## config.mk

```make
export PLATFORM = sky130hd
export DESIGN_NAME = async_frame_tx
export DESIGN_NICKNAME = d
export VERILOG_FILES = /design/src/rtl/aftx_pkg.sv /design/src/rtl/aftx_host_regs.sv /design/src/rtl/aftx_bit_timer.sv /design/src/rtl/aftx_fsm.sv /design/src/rtl/async_frame_tx.sv
export SDC_FILE = /design/constraint.sdc
export NUM_CORES = 1
export LEC_CHECK = 0
export BUFFER_PORTS_ARGS = -buffer_cell sky130_fd_sc_hd__buf_2
export CORE_MARGIN = 2
export CORE_UTILIZATION = 58
export DETAILED_ROUTE_END_ITERATION = 8
export GPL_TIMING_DRIVEN = 0
export PLACE_DENSITY = 0.83
export SLEW_MARGIN = 20
export SYNTH_ARGS = -nofsm -noshare
export SYNTH_HDL_FRONTEND = slang
export SYNTH_SLANG_ARGS = --single-unit
```

## constraint.sdc

```tcl
create_clock -name clk -period 2.8 [get_ports clk]
set_input_delay 0.84 -clock clk [delete_from_list [all_inputs] [get_ports clk]]
set_output_delay 0.84 -clock clk [all_outputs]
set_load 0.01 [all_outputs]
```

## src/rtl/aftx_pkg.sv

```systemverilog
package aftx_pkg;

    localparam int          DATA_W        = 8;
    localparam logic [2:0]  DEF_HOLD_ADDR = 3'd0;
    localparam logic [2:0]  DEF_CTRL_ADDR = 3'd3;

    // Field positions follow the bit numbering of the format register.
    typedef struct packed {
        logic       brk;        // [6] force line low
        logic       stick;      // [5] constant parity
        logic       even;       // [4] even / odd select
        logic       par_en;     // [3] parity present
        logic       long_stop;  // [2] 1.5 or 2 stop bits
        logic [1:0] wlen;       // [1:0] word length minus 5
    } line_ctrl_t;

    typedef enum logic [2:0] {
        ST_IDLE,
        ST_START,
        ST_DATA,
        ST_PARITY,
        ST_STOP
    } tx_state_e;

    // Mask keeping only the bits that are sent.
    function automatic logic [DATA_W-1:0] word_mask(input logic [1:0] wlen);
        return {DATA_W{1'b1}} >> (2'd3 - wlen);
    endfunction

    function automatic logic frame_parity(input logic [DATA_W-1:0] data,
                                          input line_ctrl_t        c);
        logic [DATA_W-1:0] kept;
        kept = data & word_mask(c.wlen);
        if (c.stick)
            return ~c.even;
        return c.even ? ^kept : ~^kept;
    endfunction

endpackage

```

## src/rtl/aftx_host_regs.sv

```systemverilog
module aftx_host_regs
    import aftx_pkg::*;
#(
    parameter int          ADDR_W    = 3,
    parameter logic [2:0]  HOLD_ADDR = DEF_HOLD_ADDR,
    parameter logic [2:0]  CTRL_ADDR = DEF_CTRL_ADDR
) (
    input  logic              clk,
    input  logic              rst,
    input  logic              sel,
    input  logic              wr_en,
    input  logic [ADDR_W-1:0] addr,
    input  logic [DATA_W-1:0] wdata,
    input  logic              take,
    output line_ctrl_t        ctrl,
    output logic              hold_full,
    output logic [DATA_W-1:0] hold_data
);

    logic hold_wr;
    logic ctrl_wr;

    assign hold_wr = sel && wr_en && (addr == ADDR_W'(HOLD_ADDR));
    assign ctrl_wr = sel && wr_en && (addr == ADDR_W'(CTRL_ADDR));

    always_ff @(posedge clk) begin
        if (rst) begin
            ctrl <= '0;
        end else if (ctrl_wr) begin
            ctrl <= line_ctrl_t'(wdata[6:0]);
        end
    end

    // A write in the same cycle as a take keeps the register full.
    always_ff @(posedge clk) begin
        if (rst) begin
            hold_full <= 1'b0;
            hold_data <= '0;
        end else if (hold_wr) begin
            hold_full <= 1'b1;
            hold_data <= wdata;
        end else if (take) begin
            hold_full <= 1'b0;
        end
    end

endmodule

```

## src/rtl/aftx_bit_timer.sv

```systemverilog
module aftx_bit_timer #(
    parameter  int OSR = 16,
    localparam int TW  = $clog2(2 * OSR)
) (
    input  logic          clk,
    input  logic          rst,
    input  logic          tick_en,
    input  logic          run,
    input  logic [TW-1:0] limit,
    output logic          done
);

    logic [TW-1:0] cnt;

    assign done = run && tick_en && (cnt == limit);

    always_ff @(posedge clk) begin
        if (rst || !run) begin
            cnt <= '0;
        end else if (tick_en) begin
            cnt <= (cnt == limit) ? '0 : cnt + 1'b1;
        end
    end

endmodule

```

## src/rtl/aftx_fsm.sv

```systemverilog
module aftx_fsm
    import aftx_pkg::*;
#(
    parameter  int OSR = 16,
    localparam int TW  = $clog2(2 * OSR)
) (
    input  logic              clk,
    input  logic              rst,
    input  logic              hold_full,
    input  logic [DATA_W-1:0] hold_data,
    input  line_ctrl_t        ctrl,
    input  logic              bit_done,
    output logic              take,
    output logic              run,
    output logic [TW-1:0]     limit,
    output logic              line_bit,
    output logic              idle
);

    localparam logic [TW-1:0] LIM_BIT  = TW'(OSR - 1);
    localparam logic [TW-1:0] LIM_HALF = TW'(OSR + OSR / 2 - 1);
    localparam logic [TW-1:0] LIM_TWO  = TW'(2 * OSR - 1);

    tx_state_e         state_q, state_d;
    logic [DATA_W-1:0] shreg_q;
    logic [2:0]        left_q;
    logic              par_en_q;
    logic              par_q;
    logic [TW-1:0]     stop_lim_q;
    logic [TW-1:0]     stop_lim_new;

    assign take = hold_full &&
                  ((state_q == ST_IDLE) || ((state_q == ST_STOP) && bit_done));

    always_comb begin
        if (!ctrl.long_stop)
            stop_lim_new = LIM_BIT;
        else if (ctrl.wlen == 2'b00)
            stop_lim_new = LIM_HALF;
        else
            stop_lim_new = LIM_TWO;
    end

    // State register
    always_ff @(posedge clk) begin
        if (rst)
            state_q <= ST_IDLE;
        else
            state_q <= state_d;
    end

    // Next-state logic
    always_comb begin
        state_d = state_q;
        unique case (state_q)
            ST_IDLE:   if (hold_full) state_d = ST_START;
            ST_START:  if (bit_done)  state_d = ST_DATA;
            ST_DATA:
                if (bit_done && (left_q == 3'd0))
                    state_d = par_en_q ? ST_PARITY : ST_STOP;
            ST_PARITY: if (bit_done)  state_d = ST_STOP;
            ST_STOP:
                if (bit_done)
                    state_d = hold_full ? ST_START : ST_IDLE;
            default:   state_d = ST_IDLE;
        endcase
    end

    // Frame datapath: captured format and shifter
    always_ff @(posedge clk) begin
        if (rst) begin
            shreg_q    <= '0;
            left_q     <= '0;
            par_en_q   <= 1'b0;
            par_q      <= 1'b0;
            stop_lim_q <= LIM_BIT;
        end else if (take) begin
            shreg_q    <= hold_data;
            left_q     <= 3'(ctrl.wlen) + 3'd4;
            par_en_q   <= ctrl.par_en;
            par_q      <= frame_parity(hold_data, ctrl);
            stop_lim_q <= stop_lim_new;
        end else if ((state_q == ST_DATA) && bit_done) begin
            shreg_q <= shreg_q >> 1;
            if (left_q != 3'd0)
                left_q <= left_q - 3'd1;
        end
    end

    // Outputs
    always_comb begin
        line_bit = 1'b1;
        run      = 1'b1;
        idle     = 1'b0;
        limit    = LIM_BIT;
        unique case (state_q)
            ST_IDLE: begin
                run  = 1'b0;
                idle = 1'b1;
            end
            ST_START:  line_bit = 1'b0;
            ST_DATA:   line_bit = shreg_q[0];
            ST_PARITY: line_bit = par_q;
            ST_STOP:   limit    = stop_lim_q;
            default: begin
                run  = 1'b0;
                idle = 1'b1;
            end
        endcase
    end

endmodule

```

## src/rtl/async_frame_tx.sv

```systemverilog
module async_frame_tx
    import aftx_pkg::*;
#(
    parameter int          OSR       = 16,
    parameter int          ADDR_W    = 3,
    parameter logic [2:0]  HOLD_ADDR = DEF_HOLD_ADDR,
    parameter logic [2:0]  CTRL_ADDR = DEF_CTRL_ADDR
) (
    input  logic              clk,
    input  logic              rst,
    input  logic              tick_en,
    input  logic              sel,
    input  logic              wr_en,
    input  logic [ADDR_W-1:0] addr,
    input  logic [7:0]        wdata,
    output logic              ser_out,
    output logic              ready_n,
    output logic              tx_empty
);

    localparam int TW = $clog2(2 * OSR);

    line_ctrl_t        ctrl;
    logic              hold_full;
    logic [DATA_W-1:0] hold_data;
    logic              take;
    logic              run;
    logic [TW-1:0]     limit;
    logic              bit_done;
    logic              line_bit;
    logic              idle;
    logic              brk_on;

    aftx_host_regs #(
        .ADDR_W    (ADDR_W),
        .HOLD_ADDR (HOLD_ADDR),
        .CTRL_ADDR (CTRL_ADDR)
    ) u_regs (
        .clk       (clk),
        .rst       (rst),
        .sel       (sel),
        .wr_en     (wr_en),
        .addr      (addr),
        .wdata     (wdata),
        .take      (take),
        .ctrl      (ctrl),
        .hold_full (hold_full),
        .hold_data (hold_data)
    );

    aftx_bit_timer #(.OSR(OSR)) u_timer (
        .clk     (clk),
        .rst     (rst),
        .tick_en (tick_en),
        .run     (run),
        .limit   (limit),
        .done    (bit_done)
    );

    aftx_fsm #(.OSR(OSR)) u_fsm (
        .clk       (clk),
        .rst       (rst),
        .hold_full (hold_full),
        .hold_data (hold_data),
        .ctrl      (ctrl),
        .bit_done  (bit_done),
        .take      (take),
        .run       (run),
        .limit     (limit),
        .line_bit  (line_bit),
        .idle      (idle)
    );

    assign brk_on   = ctrl.brk;
    assign ser_out  = brk_on ? 1'b0 : line_bit;
    assign ready_n  = hold_full;
    assign tx_empty = idle && !hold_full;

endmodule

```

* Yosys cells after proc, flatten, opt, wreduce, memory -nomap -nowiden *
Cells that the tools add are included.

cells by class
  add/sub/neg operators = 4
  muxes and demuxes = 29
  bitwise gates (word level) = 2
  shifts and indexed selects = 1
  reductions and logical operators = 27
  equality and inequality tests = 11

operators with widths
  cell                                                    number
  two-way mux 3 bit                                       9
  two-way mux 8 bit                                       2
  two-way mux 5 bit                                       3
  one-hot mux 3 bit (5 select lines)                      1
  two-way mux 1 bit                                       12
  logical AND 1 bit                                       10
  equality test 3 x 2 -> 1 bit (second input constant)    3
  zero test 3 bit                                         3
  bitwise AND 8 bit                                       1
  inequality test 2 x 1 -> 1 bit (second input constant)  4
  XNOR reduction 8 bit                                    1
  parity 8 bit                                            1
  right shift 8 x 2 -> 8 bit (first input constant)       1
  nonzero test 2 bit                                      3
  adder 5 x 1 -> 5 bit (second input constant)            1
  equality test 5 bit                                     1
  AND reduction 5 bit                                     1
  two-way mux 4 bit                                       1
  OR reduction 4 bit                                      1
  adder 2 x 3 -> 3 bit (second input constant)            1
  equality test 3 x 1 -> 1 bit (second input constant)    1
  equality test 3 bit (second input constant)             1
  one-hot mux 1 bit (3 select lines)                      1
  nonzero test 3 bit                                      1
  other kinds (8)                                         10

word-level totals
  input port bits = 16
  logic and storage cells = 89
  output and inout port bits = 3
  register bits after elaboration = 42

* Longest topological paths before layout *
Gate-level depths: netlist (run 1).

  word-level depth = 11
  gate-level depth with buffers = 8
  mapped depth without buffers = 8

* By module *
Synthesis (run 1) repeated with hierarchy kept, for this count alone.

unflattened totals
  cells, all modules = 230
  area total of the unflattened synthesis = 2,137.0 um^2

by module, submodules not included
  module          cells each  sequential area each (um^2)  area an instance (um^2)  times used
  aftx_fsm        133         360.3                        1,108.6                  1
  aftx_host_regs  66          320.3                        700.7                    1
  aftx_bit_timer  29          100.1                        300.3                    1
  async_frame_tx  2           0.0                          27.5                     1

* Worst setup path before layout (run 1) *
Ideal clock, no wire load.

  path type = input-to-reg
  from = input tick_en
  to = register u_fsm.left_q[2]
  stages = 7
  path slack = 0.568 ns
  data required time = 2.666 ns
  buffers on the path = 1
  data arrival time = 2.098 ns
  library setup time = 0.134 ns
  cell sequence = clkbuf_2 nand3_1 or4_4 nor2_4 nand2_1 mux2i_1 a21oi_1

between the ends
  cells in the longest elaborated chain, start to end = 7
  elaborated cells between the ends (all ways) = 10
  classes of those cells = mux (1); reduce/logical (9)

ends and longest elaborated chain
  what                                 RTL line              RTL
  start, declared                      async_frame_tx.sv:11  input logic tick_en,
  logical AND 1 bit (*) (2 in series)  aftx_bit_timer.sv:15  assign done = run && tick_en && (cnt == limit);
  logical AND 1 bit                    aftx_fsm.sv:33        ((state_q == ST_IDLE) || ((state_q == ST_STOP) && bit_done));
  logical OR 1 bit                     aftx_fsm.sv:33
  logical AND 1 bit                    aftx_fsm.sv:32        assign take = hold_full &&
  nonzero test 2 bit (no line)         -
  AND reduction 2 bit (no line)        -
  end signal, assigned                 aftx_fsm.sv:79        left_q <= 3'(ctrl.wlen) + 3'd4;
  end signal, assigned                 aftx_fsm.sv:86        left_q <= left_q - 3'd1;
  end, declared                        aftx_fsm.sv:26        logic [2:0] left_q;

Mark *: on every way between the ends. The rest lies on a longest branch, timed or not.
A chain may end at the register's enable or synchronous reset.

* Worst setup path after layout (run 1) *
  from = register u_fsm.state_q[0]
  to = output tx_empty

between the ends
  cells in the longest elaborated chain, start to end = 4
  elaborated cells between the ends (all ways) = 7
  classes of those cells = eq/ne (4); mux (1); reduce/logical (2)

ends and longest elaborated chain
  what                                                  RTL line              RTL
  start, declared                                       aftx_fsm.sv:24        tx_state_e state_q, state_d;
  start signal, assigned                                aftx_fsm.sv:49        state_q <= state_d;
  equality test 3 x 1 -> 1 bit (tied with other cells)  aftx_fsm.sv:96        unique case (state_q)
  OR reduction 4 bit (no line) (*)                      -
  two-way mux 1 bit (*)                                 aftx_fsm.sv:96
  logical AND 1 bit (*)                                 async_frame_tx.sv:77  assign tx_empty = idle && !hold_full;
  end, declared                                         async_frame_tx.sv:18  output logic tx_empty

Marked as above.

==> qor.csv, run 1 <==
metric;value;unit
global route overflow;0;
library cells used by synthesis;45;
Critical Path End Type;output port;
sequential standard cell area;781;um^2
worst-margin pin slew;709;ps
dpl cells;271;
CP arrival;1620;ps
root buffer cell;clkbuf_4;
FP Rows;21;
Setup Skew;15.5;ps
fin util;66.9;%
Longest Clk Path Bufs;2;
Multi-input gate area;1080;um^2
fmax;0.406;GHz
setup TNS;0;ps
number of synthesized flops with an enable pin;0;
Avg Inst Size Synth;9.35;um^2
Static Leak;0.865;nW
initial antenna violation count;0;
CTS tree;done;
pin count of the biggest net entering global routing;14;
worst vdd ir;0.357;mV
# fillers;274;
Antenna Cells;0;
RSZ-0062 raised after global routing;false;
post-CTS setup buffers;0;
Mapped Area;1950;um^2
H-Tree Depth;2;
share of layout cells above drive strength 1;16.7;%
final instance area;2200;um^2
clock latency on the worst-skew pair;360;ps
DR pass1 iterations;4;
syn nets;228;
status;completed;
slowest stage delay, CP;370;ps
post-route ant nets;0;
Max transition margin;52.5;%
Fin. Hold Viols;0;
cts bufs inserted;5;
Area after DPL;2090;um^2
vias per cell;5.52;
number of port buffers;16;
PostCTS Resize Cnt;0;
reg2reg start;u_fsm.state_q[0];
worst hold path class;flip-flop to flip-flop;
min Tclk post-route;2460;ps
crit path from;u_fsm.state_q[0];
non-filler cells in the finished layout;279;
#FFs+latches synth;39;
Synth Warn #;0;
number of global-route vias before repair;1451;
critical path type;flip-flop to output port;
critical path's slowest cell;dfxtp_1;
area delta synth->final;12.4;%
Post-CTS Hold Buffers;0;
Seq/Total Area, Yosys;40.0;%
wire length per cell;14.3;um
Overall Power;1.09;mW
Top FF cell, synth;dfxtp_1;
initial core utilization;59.5;%
WP data required;1960;ps
total track usage;23.2;%
DR DRC count;0;
final net count;251;
Final period util;88.0;%
Power Density;498;nW/um^2
HPWL Detailed;2920;um
type of origin of the critical path;flip-flop;
CP Cell Sequence;buf_2 > nor2_1 > xnor2_1 > nor2_1 > buf_2;
routed wire length;3980;um
Reg clk slew, reported paths;130;ps
vias;1541;
Post-synth ARST share;0;%
Final GP Congestion;0.805;
Ports;19;
max cap viols;0;
starting DRC count in detailed routing;88;
first-pass GRT wire length;6390;um
Final setup viols;0;
fin. max-slew vios;0;
Die H;62.0;um
chip width;62.0;um
DIE AREA;3850;um^2
Cells after Synth;209;
Core Area;3280;um^2
Sink Count;39;
crit path max fanout;10;
worst hold path startpoint;u_fsm.par_q;
-- worst max-delay path: cells and delay by family (launching register included) --
family / cells / cell delay, ps
buffers and inverters: 2 / 330
AND/OR/NAND/NOR: 2 / 370
flip-flops: 1 / 370
XOR/XNOR: 1 / 190
-- cell usage in the layout (no fill, tap or decap), types with 2 or more instances in the layout --
cell type  synthesis  final
clkbuf_1           7      7
a211oi_1           6      6
xnor2_1            7      7
buf_2              1     17
o31a_1             2      2
nor2b_1            2      2
nand2b_1           2      2
o21ai_0            5      5
ha_1               3      3
clkbuf_4           0      5
a21oi_1           11     11
or4_1              2      2
o31ai_1            2      2
nand2_1           11     11
buf_6              3      3
nand4_1            2      2
xor2_1             5      5
nand3_1            3      3
dfxtp_1           39     39
nor3_2             2      2
nor2_1            38     38
mux2i_1           28     28
bufinv_16          0      2
inv_1              5      5
-- cell families (layout without fill, tap and decap cells) --
kind of cell / Yosys count / after routing / share of synthesized area, %
AND/OR/NAND/NOR: 73 / 73 / 19.6
XOR/XNOR: 14 / 14 / 7.37
flip-flops: 39 / 39 / 40.0
buffers and inverters: 17 / 41 / 4.55
AO/OA/AOI/OAI: 35 / 35 / 12.2
multiplexers: 28 / 28 / 14.3
adder cells (fa/ha/maj): 3 / 3 / 1.92
-- report_power, final --
part           internal, mW  switching [mW]
clock network         0.277           0.203
logic                0.0223          0.0276
registers             0.560         0.00440
total                 0.860           0.235
-- path summary, 6_finish.rpt --
| check | end | cells past startpoint | slack (ps) |
|---|---|---|---|
| worst max-delay path | tx_empty | 5 | 340 |
| worst min-delay path | u_fsm.par_q | 2 | 470 |
| worst max register to register | u_fsm.left_q[1] | 8 | 750 |
| worst min register to register | u_fsm.par_q | 2 | 470 |
-- per-layer routing --
metal | track usage (%) | vias to the layer above | wire length, um
met5 | 0 | - | 0
met4 | 7.29 | 0 | 48
met3 | 7.45 | 6 | 188
met2 | 40.0 | 31 | 2020
met1 | 27.3 | 734 | 1730
li1 | - | 770 | -
-- cells in the mapped netlist (2+ instances only) --
| library cell | n | area share, % |
|---|---|---|
| xor2_1 | 5 | 2.2 |
| buf_6 | 3 | 1.7 |
| nand2_1 | 11 | 2.1 |
| o31a_1 | 2 | 0.90 |
| ha_1 | 3 | 1.9 |
| clkbuf_1 | 7 | 1.3 |
| a211oi_1 | 6 | 2.3 |
| nand3_1 | 3 | 0.77 |
| nor2_1 | 38 | 7.3 |
| inv_1 | 5 | 0.96 |
| dfxtp_1 | 39 | 40 |
| mux2i_1 | 28 | 14 |
| o31ai_1 | 2 | 0.77 |
| nor3_2 | 2 | 1.0 |
| nand4_1 | 2 | 0.64 |
| o21ai_0 | 5 | 1.3 |
| xnor2_1 | 7 | 3.1 |
| nor2b_1 | 2 | 0.64 |
| or4_1 | 2 | 0.77 |
| a21oi_1 | 11 | 2.8 |
| nand2b_1 | 2 | 0.64 |
-- flip-flops by register name, summed over array words and instances (netlist names) --
name	flops
u_fsm.shreg_q	8
u_regs.hold_data	8
u_regs.ctrl	7
u_timer.cnt	5
u_fsm.left_q	3
u_fsm.state_q	3
u_fsm.stop_lim_q	2
u_fsm.par_en_q	1
u_fsm.par_q	1
u_regs.hold_full	1
-- per-stage QoR --
step	hold WS (ps)	worst slack (ps)
after floorplan	432	568
after global placement	441	402
after detailed placement	452	370
after CTS	468	337
after global routing	515	208
final	469	335
-- final cells by class --
cell class / count / area share (%)
Sequential cell: 39 / 35.6
Clock inverter: 3 / 3.08
Buffer: 12 / 3.19
Tap cell: 46 / 2.62
Clock buffer: 5 / 1.71
Timing Repair Buffer: 16 / 3.65
Inverter: 5 / 0.855
Multi-Input combinational cell: 153 / 49.3
Note: power is estimated with default switching activity, not from simulation.
==> run 2, diff against run 1 <==
--- a/config.mk
+++ b/config.mk
@@ -11,6 +11,7 @@
 export DETAILED_ROUTE_END_ITERATION = 8
 export GPL_TIMING_DRIVEN = 0
 export PLACE_DENSITY = 0.83
+export RECOVER_POWER = 50
 export SLEW_MARGIN = 20
 export SYNTH_ARGS = -nofsm -noshare
 export SYNTH_HDL_FRONTEND = slang
==> run 2 against run 1 <==
Against the previous run:
- highest routed layer unchanged
- critical endpoint unchanged
- first-iteration DRC count decreased by 34%
- combinational power shrank 1%
- flip-flop and latch count stayed put
- setup slack better by 4.5 ps
==> qor.csv, run 2 (synthesis results as in run 1) <==
metric;value;unit
fin. max-slew vios;0;
vias;1549;
Ports;19;
most frequent cells in the layout;dfxtp_1 (39), nor2_1 (38), mux2i_1 (28);
Reg-to-Reg End;u_fsm.left_q[1];
met3 wire length;198;um
FP Rows;21;
Die H;62.0;um
worst hold path startpoint;u_fsm.par_q;
Worst R2R Setup Slack;590;ps
final instance area;2190;um^2
Power Density;499;nW/um^2
cts bufs inserted;5;
uppermost layer routed;met4;
largest registers;u_fsm.shreg_q: 8 flops, u_regs.hold_data: 8 flops, u_regs.ctrl: 7 flops;
Static Leak;0.860;nW
critical path type;flip-flop to output port;
chip width;62.0;um
starting DRC count in detailed routing;58;
met2 routed WL;2010;um
Setup Skew;12.2;ps
Int Power;859;uW
first-pass GRT wire length;6390;um
number of port buffers;16;
Final GP Congestion;0.805;
crit path from;u_fsm.state_q[0];
most common cell after layout, fill and taps aside;dfxtp_1;
HPWL Detailed;2920;um
setup TNS;0;ps
slowest stage delay, CP;370;ps
WP data required;1960;ps
clock share of power;43.8;%
fmax;0.406;GHz
Sink Count;39;
initial core utilization;59.5;%
WP buf/inv;2;
DR DRC count;0;
initial antenna violation count;0;
root buffer cell;clkbuf_4;
DRT met1 WL;1710;um
Fin. Hold Viols;0;
worst-margin pin slew;1220;ps
Gate power share;4.5;%
RSZ-0062 raised after global routing;false;
CP arrival;1620;ps
worst hold path class;flip-flop to flip-flop;
Top delay family on crit path;flip-flops;
Sw Share;21.2;%
Post-CTS Hold Buffers;0;
clock latency on the worst-skew pair;360;ps
H-Tree Depth;2;
PostCTS Resize Cnt;0;
Core Area;3280;um^2
type of origin of the critical path;flip-flop;
post-route ant nets;0;
hold depth;2;
crit path max fanout;10;
Antenna Cells;0;
reg2reg start;u_fsm.state_q[0];
non-filler cells in the finished layout;279;
DIE AREA;3850;um^2
total track usage;23.2;%
CP Cell Sequence;buf_2 > nor2_1 > xnor2_1 > nor2_1 > buf_2;
Final period util;87.9;%
number of global-route vias before repair;1451;
worst r2r path cells;8;
part of the power in registers;51.7;%
wire length per cell;14.2;um
area delta synth->final;11.9;%
routed wire length;3970;um
min Tclk post-route;2460;ps
Final setup viols;0;
dpl cells;271;
max cap viols;0;
critical path's slowest cell;dfxtp_1;
vias per cell;5.55;
final net count;251;
WHS Endpoint;u_fsm.par_q;
Max transition margin;18.1;%
Critical Path End Type;output port;
status;completed;
CTS tree;done;
Reg clk slew, reported paths;130;ps
pin count of the biggest net entering global routing;14;
worst vdd ir;0.357;mV
Longest Clk Path Bufs;2;
DR pass1 iterations;4;
global route overflow;0;
share of layout cells above drive strength 1;15.9;%
Overall Power;1.09;mW
post-CTS setup buffers;0;
Switching Power;232;uW
Area after DPL;2090;um^2
[run 2: worst max-delay path by stage]
stage                           end  slack (ps)  cells after the start
floorplan           u_fsm.left_q[2]         570                      7
global placement    u_fsm.left_q[2]         400                      7
detailed placement  u_fsm.left_q[1]         370                      7
CTS                        tx_empty         340                      5
global route               tx_empty         220                      5
finish                     tx_empty         340                      5
[run 2: layer usage]
metal,GRT usage [%],up-vias
li1,-,769
met1,27.3,732
met2,40.0,42
met3,7.45,6
met4,7.29,0
met5,0,-
[run 2: final cells by class]
type	instances	area (um^2)
repair buffers	16	80.1
inverters	5	18.8
fillers	276	1100
well taps	46	57.6
clock buffers	5	37.5
plain buffers	12	70.1
clock inverters	3	67.6
flip-flops and latches	39	781
multi-input cells	153	1070
[run 2: worst register-to-register path: stages (launching register included)]
cell and delay [ps]:
dfxtp_1 370, buf_2 190, nor3b_1 440, xor2_1 150, o31ai_1 370, nand3_2 190
buf_6 190, mux2i_1 150, nor2_1 50
[run 2: power by group through the flow]
| stage | logic [mW] | registers, mW | clock network [mW] |
|---|---|---|---|
| 2_1_floorplan | 0.0308 | 0.575 | 0 |
| 3_3_place_gp | 0.0485 | 0.576 | 0 |
| 3_5_place_dp | 0.0499 | 0.577 | 0 |
| 4_1_cts | 0.0499 | 0.564 | 0.482 |
| 5_1_grt | 0.0544 | 0.565 | 0.505 |
| 6_report | 0.0494 | 0.564 | 0.478 |
[run 2: metrics by stage]
step / setup WS [ps] / hold slack, ps / util (%)
final: 340 / 465 / 66.6
after global routing: 215 / 515 / 66.6
after CTS: 337 / 468 / 66.9
after detailed placement: 370 / 452 / 63.7
after global placement: 402 / 441 / 63.7
after floorplan: 568 / 432 / -
==> run 3, diff against run 2 <==
--- a/config.mk
+++ b/config.mk
@@ -5,10 +5,10 @@
 export SDC_FILE = /design/constraint.sdc
 export NUM_CORES = 1
 export LEC_CHECK = 0
-export BUFFER_PORTS_ARGS = -buffer_cell sky130_fd_sc_hd__buf_2
 export CORE_MARGIN = 2
-export CORE_UTILIZATION = 58
+export CORE_UTILIZATION = 62
 export DETAILED_ROUTE_END_ITERATION = 8
+export DONT_BUFFER_PORTS = 1
 export GPL_TIMING_DRIVEN = 0
 export PLACE_DENSITY = 0.83
 export RECOVER_POWER = 50
==> run 3 against run 2 <==
Against the previous run:
- non-clock buffer count decreased by 16
- sequential share of layout area increased by 1.7 points
- largest cell class unchanged
- setup slack improved by 59 ps
- worst hold slack improved by 33 ps
==> qor.csv, run 3 (synthesis results as in run 1) <==
metric;value;unit
status;completed;
HPWL Detailed;2950;um
most frequent cells in the layout;dfxtp_1 (39), nor2_1 (38), mux2i_1 (28);
starting DRC count in detailed routing;44;
Critical Path End Type;output port;
Ports;19;
vias;1501;
critical path type;flip-flop to output port;
final net count;235;
global route overflow;0;
PostCTS Resize Cnt;0;
Final GP Congestion;0.897;
post-route ant nets;0;
Area after DPL;2010;um^2
first-pass GRT wire length;6820;um
worst-margin pin slew;1190;ps
Place WS;359;ps
crit path max fanout;10;
setup TNS;0;ps
wire length per cell;15.5;um
DIE AREA;3620;um^2
H-Tree Depth;2;
Worst R2R Setup Slack;640;ps
DR DRC count;0;
Sink Count;39;
WP data required;1960;ps
CTS tree;done;
Setup Skew;9.49;ps
worst hold path class;flip-flop to flip-flop;
Core Area;3030;um^2
CP arrival;1560;ps
Static Leak;0.795;nW
Power Density;480;nW/um^2
largest registers;u_fsm.shreg_q: 8 flops, u_regs.hold_data: 8 flops, u_regs.ctrl: 7 flops;
Final period util;85.8;%
chip width;60.1;um
Final setup viols;0;
number of global-route vias before repair;1504;
share of layout cells above drive strength 1;9.68;%
area delta synth->final;6.73;%
number of port buffers;0;
worst vdd ir;0.450;mV
fin. max-slew vios;0;
max cap viols;0;
initial antenna violation count;0;
initial core utilization;64.5;%
Post-CTS Hold Buffers;0;
routed wire length;4040;um
type of origin of the critical path;flip-flop;
RSZ-0062 raised after global routing;false;
fmax;0.416;GHz
post-CTS setup buffers;0;
Die H;60.1;um
final instance area;2080;um^2
Reg clk slew, reported paths;120;ps
Overall Power;1.00;mW
Fin. Hold Viols;0;
root buffer cell;clkbuf_4;
pin count of the biggest net entering global routing;13;
cts bufs inserted;5;
most common cell after layout, fill and taps aside;dfxtp_1;
Antenna Cells;0;
vias per cell;5.75;
Max transition margin;19.9;%
min Tclk post-route;2400;ps
Longest Clk Path Bufs;2;
DR pass1 iterations;4;
hold_ws;498;ps
PnR worst setup slack;398;ps
clock latency on the worst-skew pair;360;ps
FP Rows;20;
# fillers;234;
total track usage;25.9;%
## run 3: changes by cell type in the layout (fill, tap and decap cells not counted)
cell and delta:
buf_2 -16, bufinv_16 -1, clkbuf_8 +1, clkinv_2 +1, clkinvlp_4 -1
## run 3: worst max-delay path: stages, from the launching register on
cell     delay (ps)
dfxtp_1         360
buf_2           190
nor2_1          320
xnor2_1         150
nor2_1          200
## run 3: final timing paths
check	from	end	cells after the start
min	u_fsm.par_q	u_fsm.par_q	2
max	u_fsm.state_q[0]	tx_empty	4
min reg2reg	u_fsm.par_q	u_fsm.par_q	2
max reg2reg	u_fsm.state_q[0]	u_fsm.left_q[0]	8
## run 3: routing by layer
metal | vias to the layer above | GRT usage (%) | routed length (um)
li1 | 741 | - | -
met1 | 693 | 33.5 | 1840
met2 | 53 | 38.8 | 1850
met3 | 14 | 7.58 | 235
met4 | 0 | 13.7 | 113
met5 | - | 0 | 0
## run 3: per-stage QoR
step | std cells | utilization (%)
3_5_place_dp | 253 | 66.3
6_report | 261 | 68.8
2_1_floorplan | 209 | -
4_1_cts | 261 | 69.2
3_3_place_gp | 253 | 66.3
5_1_grt | 261 | 68.8
## run 3: final cells by class
class	count	area, um^2	area share, %
multi-input combinational	153	1070	51.5
clock inverter	2	35.0	1.68
sequential	39	781	37.5
inverter	5	18.8	0.900
tap	44	55.1	2.64
clock buffer	6	51.3	2.46
buffer	12	70.1	3.36
## run 3: power breakdown
group | leakage [nW] | internal (mW) | switching [mW]
combinational | 0.432 | 0.0154 | 0.0223
sequential | 0.315 | 0.560 | 0.00464
clock | 0.0482 | 0.211 | 0.189
